### config.mk
export PLATFORM = sky130hd
export DESIGN_NAME = port_power_mgr
export DESIGN_NICKNAME = d
export VERILOG_FILES = /design/src/rtl/ppm_pkg.sv /design/src/rtl/ppm_filter.sv /design/src/rtl/ppm_datapath.sv /design/src/rtl/ppm_ctrl.sv /design/src/rtl/port_power_mgr.sv
export SDC_FILE = /design/constraint.sdc
export NUM_CORES = 1
export LEC_CHECK = 0
export BUFFER_PORTS_ARGS = -buffer_cell sky130_fd_sc_hd__buf_2
export CORE_AREA = 2 2 60 62
export DETAILED_ROUTE_END_ITERATION = 8
export DIE_AREA = 0 0 62 64
export PLACE_DENSITY = 0.68
export SYNTH_ARGS = -nofsm -noshare
export SYNTH_HDL_FRONTEND = slang
export SYNTH_SLANG_ARGS = --single-unit
### constraint.sdc
create_clock -name clk -period 2.25 [get_ports clk]
set_input_delay 0.1125 -clock clk [delete_from_list [all_inputs] [get_ports clk]]
set_output_delay 0.1125 -clock clk [all_outputs]
set_load 0.05 [all_outputs]
### src/rtl/ppm_pkg.sv
package ppm_pkg;

  // Per-port commands from the control to the datapath registers.
  typedef struct packed {
    logic pwrOn;   // request power on
    logic pwrOff;  // force power off (wins over pwrOn)
    logic chgSet;  // raise overcurrent change flag
    logic chgClr;  // clear overcurrent change flag (loses to chgSet)
  } portStrobe_t;

endpackage

### src/rtl/ppm_filter.sv
module ppm_filter #(
  parameter int CNT_W = 4
) (
  input  logic             clk,
  input  logic             rstN,
  input  logic             faultIn,
  input  logic             msTick,
  input  logic [CNT_W-1:0] limit,
  output logic             confirmed
);

  logic [CNT_W-1:0] tickCnt;
  logic [CNT_W-1:0] tickCntNext;

  // Count ticks while the fault persists; any release restarts the count.
  always_comb begin
    tickCntNext = tickCnt;
    if (!faultIn)
      tickCntNext = '0;
    else if (msTick && (tickCnt < limit))
      tickCntNext = tickCnt + CNT_W'(1);
  end

  always_ff @(posedge clk or negedge rstN) begin
    if (!rstN) begin
      tickCnt   <= '0;
      confirmed <= 1'b0;
    end else begin
      tickCnt   <= tickCntNext;
      confirmed <= faultIn && (tickCntNext >= limit);
    end
  end

  // once the filtered input is gone, the confirmation is gone one edge later.
  a_r10_release_fast: assert property (@(posedge clk) disable iff (!rstN)
    !faultIn |=> !confirmed);

endmodule

### src/rtl/ppm_datapath.sv
module ppm_datapath
  import ppm_pkg::*;
#(
  parameter int NUM_PORTS = 2,
  parameter int FILT_W    = 4
) (
  input  logic                 clk,
  input  logic                 rstN,
  input  logic                 gangMode,
  input  logic                 msTick,
  input  logic [FILT_W-1:0]    filterMs,
  input  logic [NUM_PORTS-1:0] ocN,
  input  portStrobe_t          strobes [NUM_PORTS],
  output logic [NUM_PORTS-1:0] faultConf,
  output logic [NUM_PORTS-1:0] pwrEnN,
  output logic [NUM_PORTS-1:0] ocChange
);

  logic [NUM_PORTS-1:0] syncA;
  logic [NUM_PORTS-1:0] syncB;
  logic [NUM_PORTS-1:0] filtIn;
  logic [NUM_PORTS-1:0] pwrOn;
  logic [NUM_PORTS-1:0] chgFlag;
  logic                 anyFault;

  // Two-flop synchroniser, stored active high.
  always_ff @(posedge clk or negedge rstN) begin
    if (!rstN) begin
      syncA <= '0;
      syncB <= '0;
    end else begin
      syncA <= ~ocN;
      syncB <= syncA;
    end
  end

  assign anyFault = |syncB;

  for (genvar p = 0; p < NUM_PORTS; p++) begin : g_port
    assign filtIn[p] = gangMode ? anyFault : syncB[p];

    ppm_filter #(.CNT_W(FILT_W)) u_filt (
      .clk      (clk),
      .rstN     (rstN),
      .faultIn  (filtIn[p]),
      .msTick   (msTick),
      .limit    (filterMs),
      .confirmed(faultConf[p])
    );

    always_ff @(posedge clk or negedge rstN) begin
      if (!rstN) begin
        pwrOn[p]   <= 1'b0;
        chgFlag[p] <= 1'b0;
      end else begin
        if (strobes[p].pwrOff)
          pwrOn[p] <= 1'b0;
        else if (strobes[p].pwrOn)
          pwrOn[p] <= 1'b1;
        if (strobes[p].chgSet)
          chgFlag[p] <= 1'b1;
        else if (strobes[p].chgClr)
          chgFlag[p] <= 1'b0;
      end
    end
  end

  assign pwrEnN   = ~pwrOn;
  assign ocChange = chgFlag;

  // ganged ports never differ in power state.
  a_r4_gang_uniform: assert property (@(posedge clk) disable iff (!rstN)
    gangMode |-> (pwrOn == '0 || pwrOn == '1));

endmodule

### src/rtl/ppm_ctrl.sv
module ppm_ctrl
  import ppm_pkg::*;
#(
  parameter int NUM_PORTS = 2
) (
  input  logic                 clk,
  input  logic                 rstN,
  input  logic                 gangMode,
  input  logic [NUM_PORTS-1:0] setPower,
  input  logic [NUM_PORTS-1:0] clrPower,
  input  logic [NUM_PORTS-1:0] clrOcChange,
  input  logic [NUM_PORTS-1:0] faultConf,
  output portStrobe_t          strobes [NUM_PORTS]
);

  logic [NUM_PORTS-1:0] confPrev;
  logic [NUM_PORTS-1:0] confRise;
  logic anySet, anyClr, anyChgClr, anyConf, anyRise;

  always_ff @(posedge clk or negedge rstN) begin
    if (!rstN) confPrev <= '0;
    else       confPrev <= faultConf;
  end

  assign confRise  = faultConf & ~confPrev;
  assign anySet    = |setPower;
  assign anyClr    = |clrPower;
  assign anyChgClr = |clrOcChange;
  assign anyConf   = |faultConf;
  assign anyRise   = |confRise;

  for (genvar p = 0; p < NUM_PORTS; p++) begin : g_dec
    logic reqSet, reqClr, fault;
    assign reqSet = gangMode ? anySet  : setPower[p];
    assign reqClr = gangMode ? anyClr  : clrPower[p];
    assign fault  = gangMode ? anyConf : faultConf[p];

    always_comb begin
      strobes[p].pwrOff = reqClr | fault;
      strobes[p].pwrOn  = reqSet & ~fault;
      strobes[p].chgSet = gangMode ? anyRise : confRise[p];
      strobes[p].chgClr = gangMode ? anyChgClr : clrOcChange[p];
    end
  end

endmodule

### src/rtl/port_power_mgr.sv
module port_power_mgr
  import ppm_pkg::*;
#(
  parameter int NUM_PORTS = 2,
  parameter int FILT_W    = 4
) (
  input  logic                 clk,
  input  logic                 rstN,
  input  logic                 gangMode,
  input  logic [FILT_W-1:0]    filterMs,
  input  logic                 msTick,
  input  logic [NUM_PORTS-1:0] setPower,
  input  logic [NUM_PORTS-1:0] clrPower,
  input  logic [NUM_PORTS-1:0] clrOcChange,
  input  logic [NUM_PORTS-1:0] ocN,
  output logic [NUM_PORTS-1:0] pwrEnN,
  output logic [NUM_PORTS-1:0] ocState,
  output logic [NUM_PORTS-1:0] ocChange
);

  portStrobe_t          strobes [NUM_PORTS];
  logic [NUM_PORTS-1:0] faultConf;

  ppm_ctrl #(.NUM_PORTS(NUM_PORTS)) u_ctrl (
    .clk        (clk),
    .rstN       (rstN),
    .gangMode   (gangMode),
    .setPower   (setPower),
    .clrPower   (clrPower),
    .clrOcChange(clrOcChange),
    .faultConf  (faultConf),
    .strobes    (strobes)
  );

  ppm_datapath #(.NUM_PORTS(NUM_PORTS), .FILT_W(FILT_W)) u_dp (
    .clk      (clk),
    .rstN     (rstN),
    .gangMode (gangMode),
    .msTick   (msTick),
    .filterMs (filterMs),
    .ocN      (ocN),
    .strobes  (strobes),
    .faultConf(faultConf),
    .pwrEnN   (pwrEnN),
    .ocChange (ocChange)
  );

  assign ocState = faultConf;

  // ganged reporting keeps every state bit equal.
  a_r9_gang_report: assert property (@(posedge clk) disable iff (!rstN)
    gangMode |-> (ocState == '0 || ocState == '1));

  for (genvar p = 0; p < NUM_PORTS; p++) begin : g_chk
    // a confirmed fault leaves the port unpowered on the next edge.
    a_r7_fault_off: assert property (@(posedge clk) disable iff (!rstN)
      ocState[p] |=> pwrEnN[p]);
    // the change flag holds until the host clears it.
    a_r8_change_sticky: assert property (@(posedge clk) disable iff (!rstN)
      (ocChange[p] && clrOcChange == '0) |=> ocChange[p]);
    // in individual mode a fault only rises if the line was low three edges back.
    a_r5_rise_needs_input: assert property (@(posedge clk) disable iff (!rstN)
      (!gangMode && $rose(ocState[p])) |-> !$past(ocN[p], 3));
    // no power while a fault is confirmed.
    a_r11_no_power_in_fault: assert property (@(posedge clk) disable iff (!rstN)
      (ocState[p] && pwrEnN[p]) |=> pwrEnN[p]);
  end

endmodule

==> results.sh, run 1 <==
export IMPL_outcome="completed"
export IMPL_powerDensity_nw_per_um2=749.0
export IMPL_syn2layout_area_growth_pct=31.07
export IMPL_routedWlPerCell_um=13.23
export IMPL_first_pass_iters=4
export IMPL_reg2reg_depth=8
export IMPL_max_slew_margin_pct=69.29
export IMPL_track_usage_pct=14.19
export IMPL_max_freq_mhz=448.5
export IMPL_worst_pin_slew_ns=0.4607
export IMPL_place_gp_congestion=0.8373
export IMPL_rows=21
export IMPL_drv_slew=0
export IMPL_peakVddDrop_mv=0.2300
export IMPL_h_tree_depth=1
export IMPL_start_util_pct=35.31
export IMPL_vias=960
export IMPL_rsz0062_at_grt="true"
export IMPL_max_cap_violations=0
export IMPL_p_leak_uw=0.0007351
export IMPL_io_buffers=21
export IMPL_path_class="reg2reg"
export IMPL_ys_flop_type="dfrtp_1"
export IMPL_synth_nets=147
export IMPL_placedInstanceArea_sq_um=1334
export IMPL_grt_pass1_wl_um=4243
export IMPL_diodes=0
export IMPL_clk_pin_slew_ns=0.12
export IMPL_ios=22
export IMPL_start_kind="register"
export IMPL_cp_slowest_cell="dfrtp_1"
export IMPL_num_nets_final=182
export IMPL_ys_types=25
export IMPL_critPathTopFamily="compound AO/OA/AOI/OAI gates"
export IMPL_ys_seq_elements=20
export IMPL_grt_max_degree=21
export IMPL_die_area_sq_um=3968
export IMPL_r2r_end="u_dp.g_port[1].u_filt.confirmed"
export IMPL_synth_area_sq_um=1160
export IMPL_grt_pass1_vias=1024
export IMPL_r2r_setup_slack_ns=0.02
export IMPL_synth_cells=115
export IMPL_critPathLaunch="u_dp.g_port[1].u_filt.tickCnt[1]"
export IMPL_drc=0
export IMPL_synth_cells_most_frequent="dfrtp_1, ha_1, inv_1"
export IMPL_clk_latency_ns=0.30
export IMPL_drive_gt1_share_pct=32.21
export IMPL_synth_area_per_cell_sq_um=10.09
export IMPL_crit_top_cell="ha_1"
export IMPL_yosys_area_top_type="dfrtp_1"
export IMPL_cp_max_fo=6
export IMPL_critPathMaxStageDelay_ns=0.40
export IMPL_path_cells="ha_1, o211ai_1, o211ai_2, or3_1, a21oi_2, ha_1, o21ai_0, a21oi_1"
export IMPL_dieWidth_um=62
export IMPL_min_path_cells=3
export IMPL_cts_sinks=20
export IMPL_viasPerCell=4.923
export IMPL_ys_seq_area_share_pct=43.15
export IMPL_coreArea_sq_um=3284
export IMPL_worst_setup_path_end_kind="register"
export IMPL_drt_iter0_drc=53
export IMPL_clock_root_buffer="clkbuf_4"
export IMPL_fin_skew_ns=0.005608
export IMPL_finalCritPeriodShare_pct=99.10
export IMPL_path_buf_inv=0
export IMPL_finalHoldWorstSlack_ns=0.1364
export IMPL_setup_viol=0
export IMPL_synth_area_leaders="dfrtp_1, ha_1, o21ai_0"
export IMPL_holdCritPathClass="in2reg"
export IMPL_cts_tree="yes"
export IMPL_worstPathArrival_ns=2.43
export IMPL_fin_crit_ns=2.230
export IMPL_clockBufferDepth=2
export IMPL_synth_edf_count=0
export IMPL_async_reset_ff_share_pct=100.0
export IMPL_synth_top_cell_area_share_pct=43.15
export IMPL_hpwl_um=1870
export IMPL_finalInstanceArea_sq_um=1520
export IMPL_die_y_um=64
export IMPL_routed_wl_um=2580
export IMPL_n_fill_cell=306
export IMPL_min_delay_start="clrOcChange[0]"
export IMPL_detail_route_antenna_nets=0
export IMPL_grt_antenna_before_repair=0
export IMPL_ys_warn_count=0
export IMPL_grt_ovfl_total=0
export IMPL_synth_most_common_cell="dfrtp_1"
export IMPL_required_ns=2.45
export IMPL_worstHoldEndpoint="u_dp.ocChange[0]"
export IMPL_rr_startpoint="u_dp.g_port[1].u_filt.tickCnt[1]"
export IMPL_numCtsBuffers=3
export IMPL_hold_violations=0
==> how the worst max path moves through the flow <==
stage / slack (ns) / to / cells after the start
6_report: 0.02 / u_dp.g_port[1].u_filt.confirmed / 8
5_1_grt: -0.13 / u_dp.g_port[1].u_filt.confirmed / 10
4_1_cts: 0.0007 / u_dp.g_port[0].u_filt.confirmed / 10
3_5_place_dp: -0.02 / u_dp.g_port[1].u_filt.confirmed / 8
3_3_place_gp: 0.02 / u_dp.g_port[1].u_filt.confirmed / 10
2_1_floorplan: 0.11 / u_dp.g_port[1].u_filt.confirmed / 10
==> sequential cells by signal, indices dropped and copies added (netlist names) <==
| signal | flops |
|---|---|
| u_dp.g_port.u_filt.tickCnt | 8 |
| u_dp.g_port.u_filt.confirmed | 2 |
| u_dp.syncA | 2 |
| u_dp.ocChange | 2 |
| u_ctrl.confPrev | 2 |
| u_dp.pwrOn | 2 |
| u_dp.syncB | 2 |
==> per-stage QoR <==
stage               instances  utilization [%]  total power, uW  setup slack [ns]  setup TNS (ns)
finish                    195            46.29             1139           0.02028               0
global route              195            46.29             1218           -0.1275         -0.2389
CTS                       192            43.85             1083         0.0006608               0
detailed placement        183            40.61            779.2          -0.02381        -0.03447
global placement          183            40.61            761.3           0.02178               0
floorplan                 115                -            676.3            0.1129               0
==> per-layer routing <==
metal	GRT usage, %	vias to the layer above	part of all wire (%)
li1	-	473	-
met5	0	-	0
met1	15.88	467	41
met2	25.78	18	56
met3	1.822	2	2.5
met4	5.585	0	0.93
==> power breakdown <==
part	internal, uW	switching, uW
Sequential	409	43.3
Clock	180	114
Combinational	174	220
Total	762	377
==> repair_timing <==
action | CTS | global route
hold buffers | 5 | 0
buffers inserted | 0 | 3
endpoints found under the hold margin | 24 | 0
resized for setup | 1 | 17
setup endpoints to repair | 2 | 2
pin swaps | 3 | 13
==> cell usage in the layout, fill, tap and decap left out <==
cell type and instances:
nor2b_1 2, o21ai_0 8, or2_4 2, a21o_1 2
xor2_1 2, a21boi_2 2, a21oi_1 6, o221ai_1 1
or3_1 4, ha_1 13, buf_4 7, o21ai_1 3
inv_1 11, ha_4 3, nand3_1 4, o211ai_1 2
inv_2 2, buf_2 21, clkbuf_4 3, a21oi_2 2
a211oi_1 2, o21ai_2 1, nor2_1 4, nand2_1 6
nand2b_1 1, nor3b_2 2, dfrtp_1 20, bufinv_16 1
o311ai_0 1, nor4b_1 2, o211ai_2 2, nand3b_1 2
dlygate4sd3_1 5
==> cell type report <==
class	count	area [sq um]	area share, %
multi-input combinational	79	653.1	42.96
sequential	20	500.5	32.92
timing repair buffer	33	207.7	13.66
tap	46	57.56	3.786
inverter	13	48.80	3.210
clock inverter	1	30.03	1.975
clock buffer	3	22.52	1.481
==> worst register-to-register path: stages, from the launching register on <==
cell and delay (ns):
dfrtp_1 0.40, ha_1 0.27, o211ai_1 0.19, o211ai_2 0.18
or3_1 0.41, a21oi_2 0.19, ha_1 0.26, o21ai_0 0.18
a21oi_1 0.06
==> kinds of logic (layout without fill, tap and decap cells) <==
group / count (synthesis) / count (layout) / share of synthesized area [%]
XOR/XNOR: 2 / 2 / 1.511
AO/OA/AOI/OAI: 32 / 32 / 17.47
flip-flops: 20 / 20 / 43.15
AND/OR/NAND/NOR: 29 / 29 / 14.78
adder cells (fa/ha/maj): 16 / 16 / 17.26
buffers and inverters: 16 / 50 / 5.825
No activity file was read; power rests on OpenSTA's default activity.
==> run 2, diff against run 1 <==
PLACE_DENSITY = 0.59   (was 0.68)
==> results.sh, run 2 (synthesized netlist as in run 1, its figures left out) <==
export IMPL_setup_viol=0
export IMPL_p_sw_share_pct=32.30
export IMPL_routedWlPerCell_um=11.71
export IMPL_n_fill_cell=311
export IMPL_drv_slew=0
export IMPL_max_freq_mhz=452.3
export IMPL_clockBufferDepth=2
export IMPL_dieWidth_um=62
export IMPL_critPathLaunch="u_dp.g_port[0].u_filt.tickCnt[1]"
export IMPL_critPathMaxStageDelay_ns=0.40
export IMPL_viasPerCell=4.797
export IMPL_crit_path_end="u_dp.g_port[0].u_filt.confirmed"
export IMPL_drc=0
export IMPL_ios=22
export IMPL_worstPathArrival_ns=2.40
export IMPL_cts_tree="yes"
export IMPL_finalHoldWorstSlack_ns=0.1348
export IMPL_min_delay_start="clrOcChange[0]"
export IMPL_drive_gt1_share_pct=31.13
export IMPL_pwr_share_clk_pct=26.3
export IMPL_hpwl_um=1775
export IMPL_finalInstanceArea_sq_um=1518
export IMPL_p_sw_uw=358.1
export IMPL_cp_max_fo=5
export IMPL_track_usage_pct=13.34
export IMPL_grt_pass1_vias=913
export IMPL_worst_pin_slew_ns=0.4452
export IMPL_seqCellArea_sq_um=500.5
export IMPL_first_pass_iters=4
export IMPL_layout_commonest_cell="buf_2"
export IMPL_io_buffers=21
export IMPL_pwr_share_comb_pct=33.2
export IMPL_multi_input_area_sq_um=635.6
export IMPL_numCtsBuffers=3
export IMPL_grt_pass1_wl_um=4008
export IMPL_die_area_sq_um=3968
export IMPL_rows=21
export IMPL_path_class="reg2reg"
export IMPL_required_ns=2.44
export IMPL_grt_antenna_before_repair=0
export IMPL_start_util_pct=35.31
export IMPL_r2r_setup_slack_ns=0.04
export IMPL_largest_register_ffs=8
export IMPL_cp_slowest_cell="dfrtp_1"
export IMPL_fin_skew_ns=0.002640
export IMPL_syn2layout_area_growth_pct=30.85
export IMPL_rsz0062_at_grt="true"
export IMPL_mostFrequentLayoutCells="buf_2, dfrtp_1, ha_1"
export IMPL_outcome="completed"
export IMPL_die_y_um=64
export IMPL_fin_util_pct=46.21
export IMPL_drt_iter0_drc=67
export IMPL_h_tree_depth=1
export IMPL_r2r_end="u_dp.g_port[0].u_filt.confirmed"
export IMPL_regMostFlops="u_dp.g_port.u_filt.tickCnt"
export IMPL_fin_crit_ns=2.211
export IMPL_grt_ovfl_total=0
export IMPL_p_int_uw=750.4
export IMPL_peakVddDrop_mv=0.2369
export IMPL_path_cells="ha_1, o211ai_1, o211ai_2, buf_4, or3_1, a21oi_1, ha_1, o21ai_1, a21oi_1"
export IMPL_p_seq_share_pct=40.5
export IMPL_reg2reg_depth=9
export IMPL_worst_setup_path_end_kind="register"
export IMPL_clk_pin_slew_ns=0.12
export IMPL_setup_tns_ns=0
export IMPL_p_leak_uw=0.0007470
export IMPL_max_cap_violations=0
export IMPL_clock_root_buffer="clkbuf_4"
export IMPL_rr_startpoint="u_dp.g_port[0].u_filt.tickCnt[1]"
export IMPL_routed_wl_um=2307
export IMPL_diodes=0
export IMPL_holdCritPathClass="in2reg"
export IMPL_vias=945
export IMPL_clk_latency_ns=0.29
export IMPL_detail_route_antenna_nets=0
export IMPL_finalCritPeriodShare_pct=98.27
export IMPL_placedInstanceArea_sq_um=1326
export IMPL_hold_violations=0
export IMPL_num_nets_final=184
export IMPL_coreArea_sq_um=3284
export IMPL_start_kind="register"
export IMPL_powerDensity_nw_per_um2=730.3
export IMPL_grt_max_degree=21
export IMPL_cts_sinks=20
export IMPL_place_gp_congestion=0.7442
export IMPL_max_slew_margin_pct=70.32
==> run 2: worst min path at each step <==
stage / endpoint / slack [ns] / cells after the start
after global routing: u_dp.ocChange[0] / 0.13 / 3
final: u_dp.ocChange[0] / 0.13 / 3
after global placement: u_dp.g_port[0].u_filt.tickCnt[1] / 0.09 / 1
after CTS: u_dp.ocChange[0] / 0.14 / 3
after floorplan: u_ctrl.confPrev[0] / -0.18 / 0
after detailed placement: u_dp.g_port[0].u_filt.tickCnt[1] / 0.09 / 1
==> run 2: layer usage <==
| metal | up-vias | track usage (%) | part of all wire, % | wire length, um |
|---|---|---|---|---|
| li1 | 480 | - | - | - |
| met1 | 451 | 17.26 | 46 | 1056 |
| met2 | 12 | 22.01 | 51 | 1182 |
| met3 | 2 | 1.822 | 1.4 | 33 |
| met4 | 0 | 4.787 | 1.5 | 35 |
| met5 | - | 0 | 0 | 0 |
==> run 2: area by class of cell <==
class,instances,area share [%]
Timing Repair Buffer,35,14.67
Clock buffer,3,1.484
Clock inverter,1,1.979
Multi-Input combinational cell,79,41.88
Sequential cell,20,32.98
Tap cell,46,3.792
Inverter,13,3.215
==> run 2: timing repair <==
action / CTS / global route
buffers inserted: 1 / 5
endpoints found under the hold margin: 24 / 0
hold buffers: 5 / 0
pin swaps: 6 / 7
setup endpoints to repair: 2 / 2
resized for setup: 3 / 11
==> run 2: power by group through the flow <==
stage	combinational [uW]	sequential (uW)	clock [uW]
global placement	308	454	0
finish	368	449	291
CTS	333	450	301
global route	416	457	323
detailed placement	315	457	0
floorplan	192	485	0
==> run 2: critical path: cells and delay by family, from the launching register on <==
kind	cells	cell delay, ns
AO/OA/AOI/OAI	5	0.70
adder cells (fa/ha/maj)	2	0.53
AND/OR/NAND/NOR	1	0.30
flip-flops	1	0.40
buffers and inverters	1	0.17
==> run 2: per-stage QoR <==
stage / setup slack, ns / instances / power (uW)
floorplan: 0.1129 / 115 / 676.3
global placement: 0.004027 / 182 / 761.6
detailed placement: -0.05496 / 182 / 772.8
CTS: 0.009074 / 192 / 1084
global route: -0.1345 / 197 / 1196
finish: 0.03891 / 197 / 1108
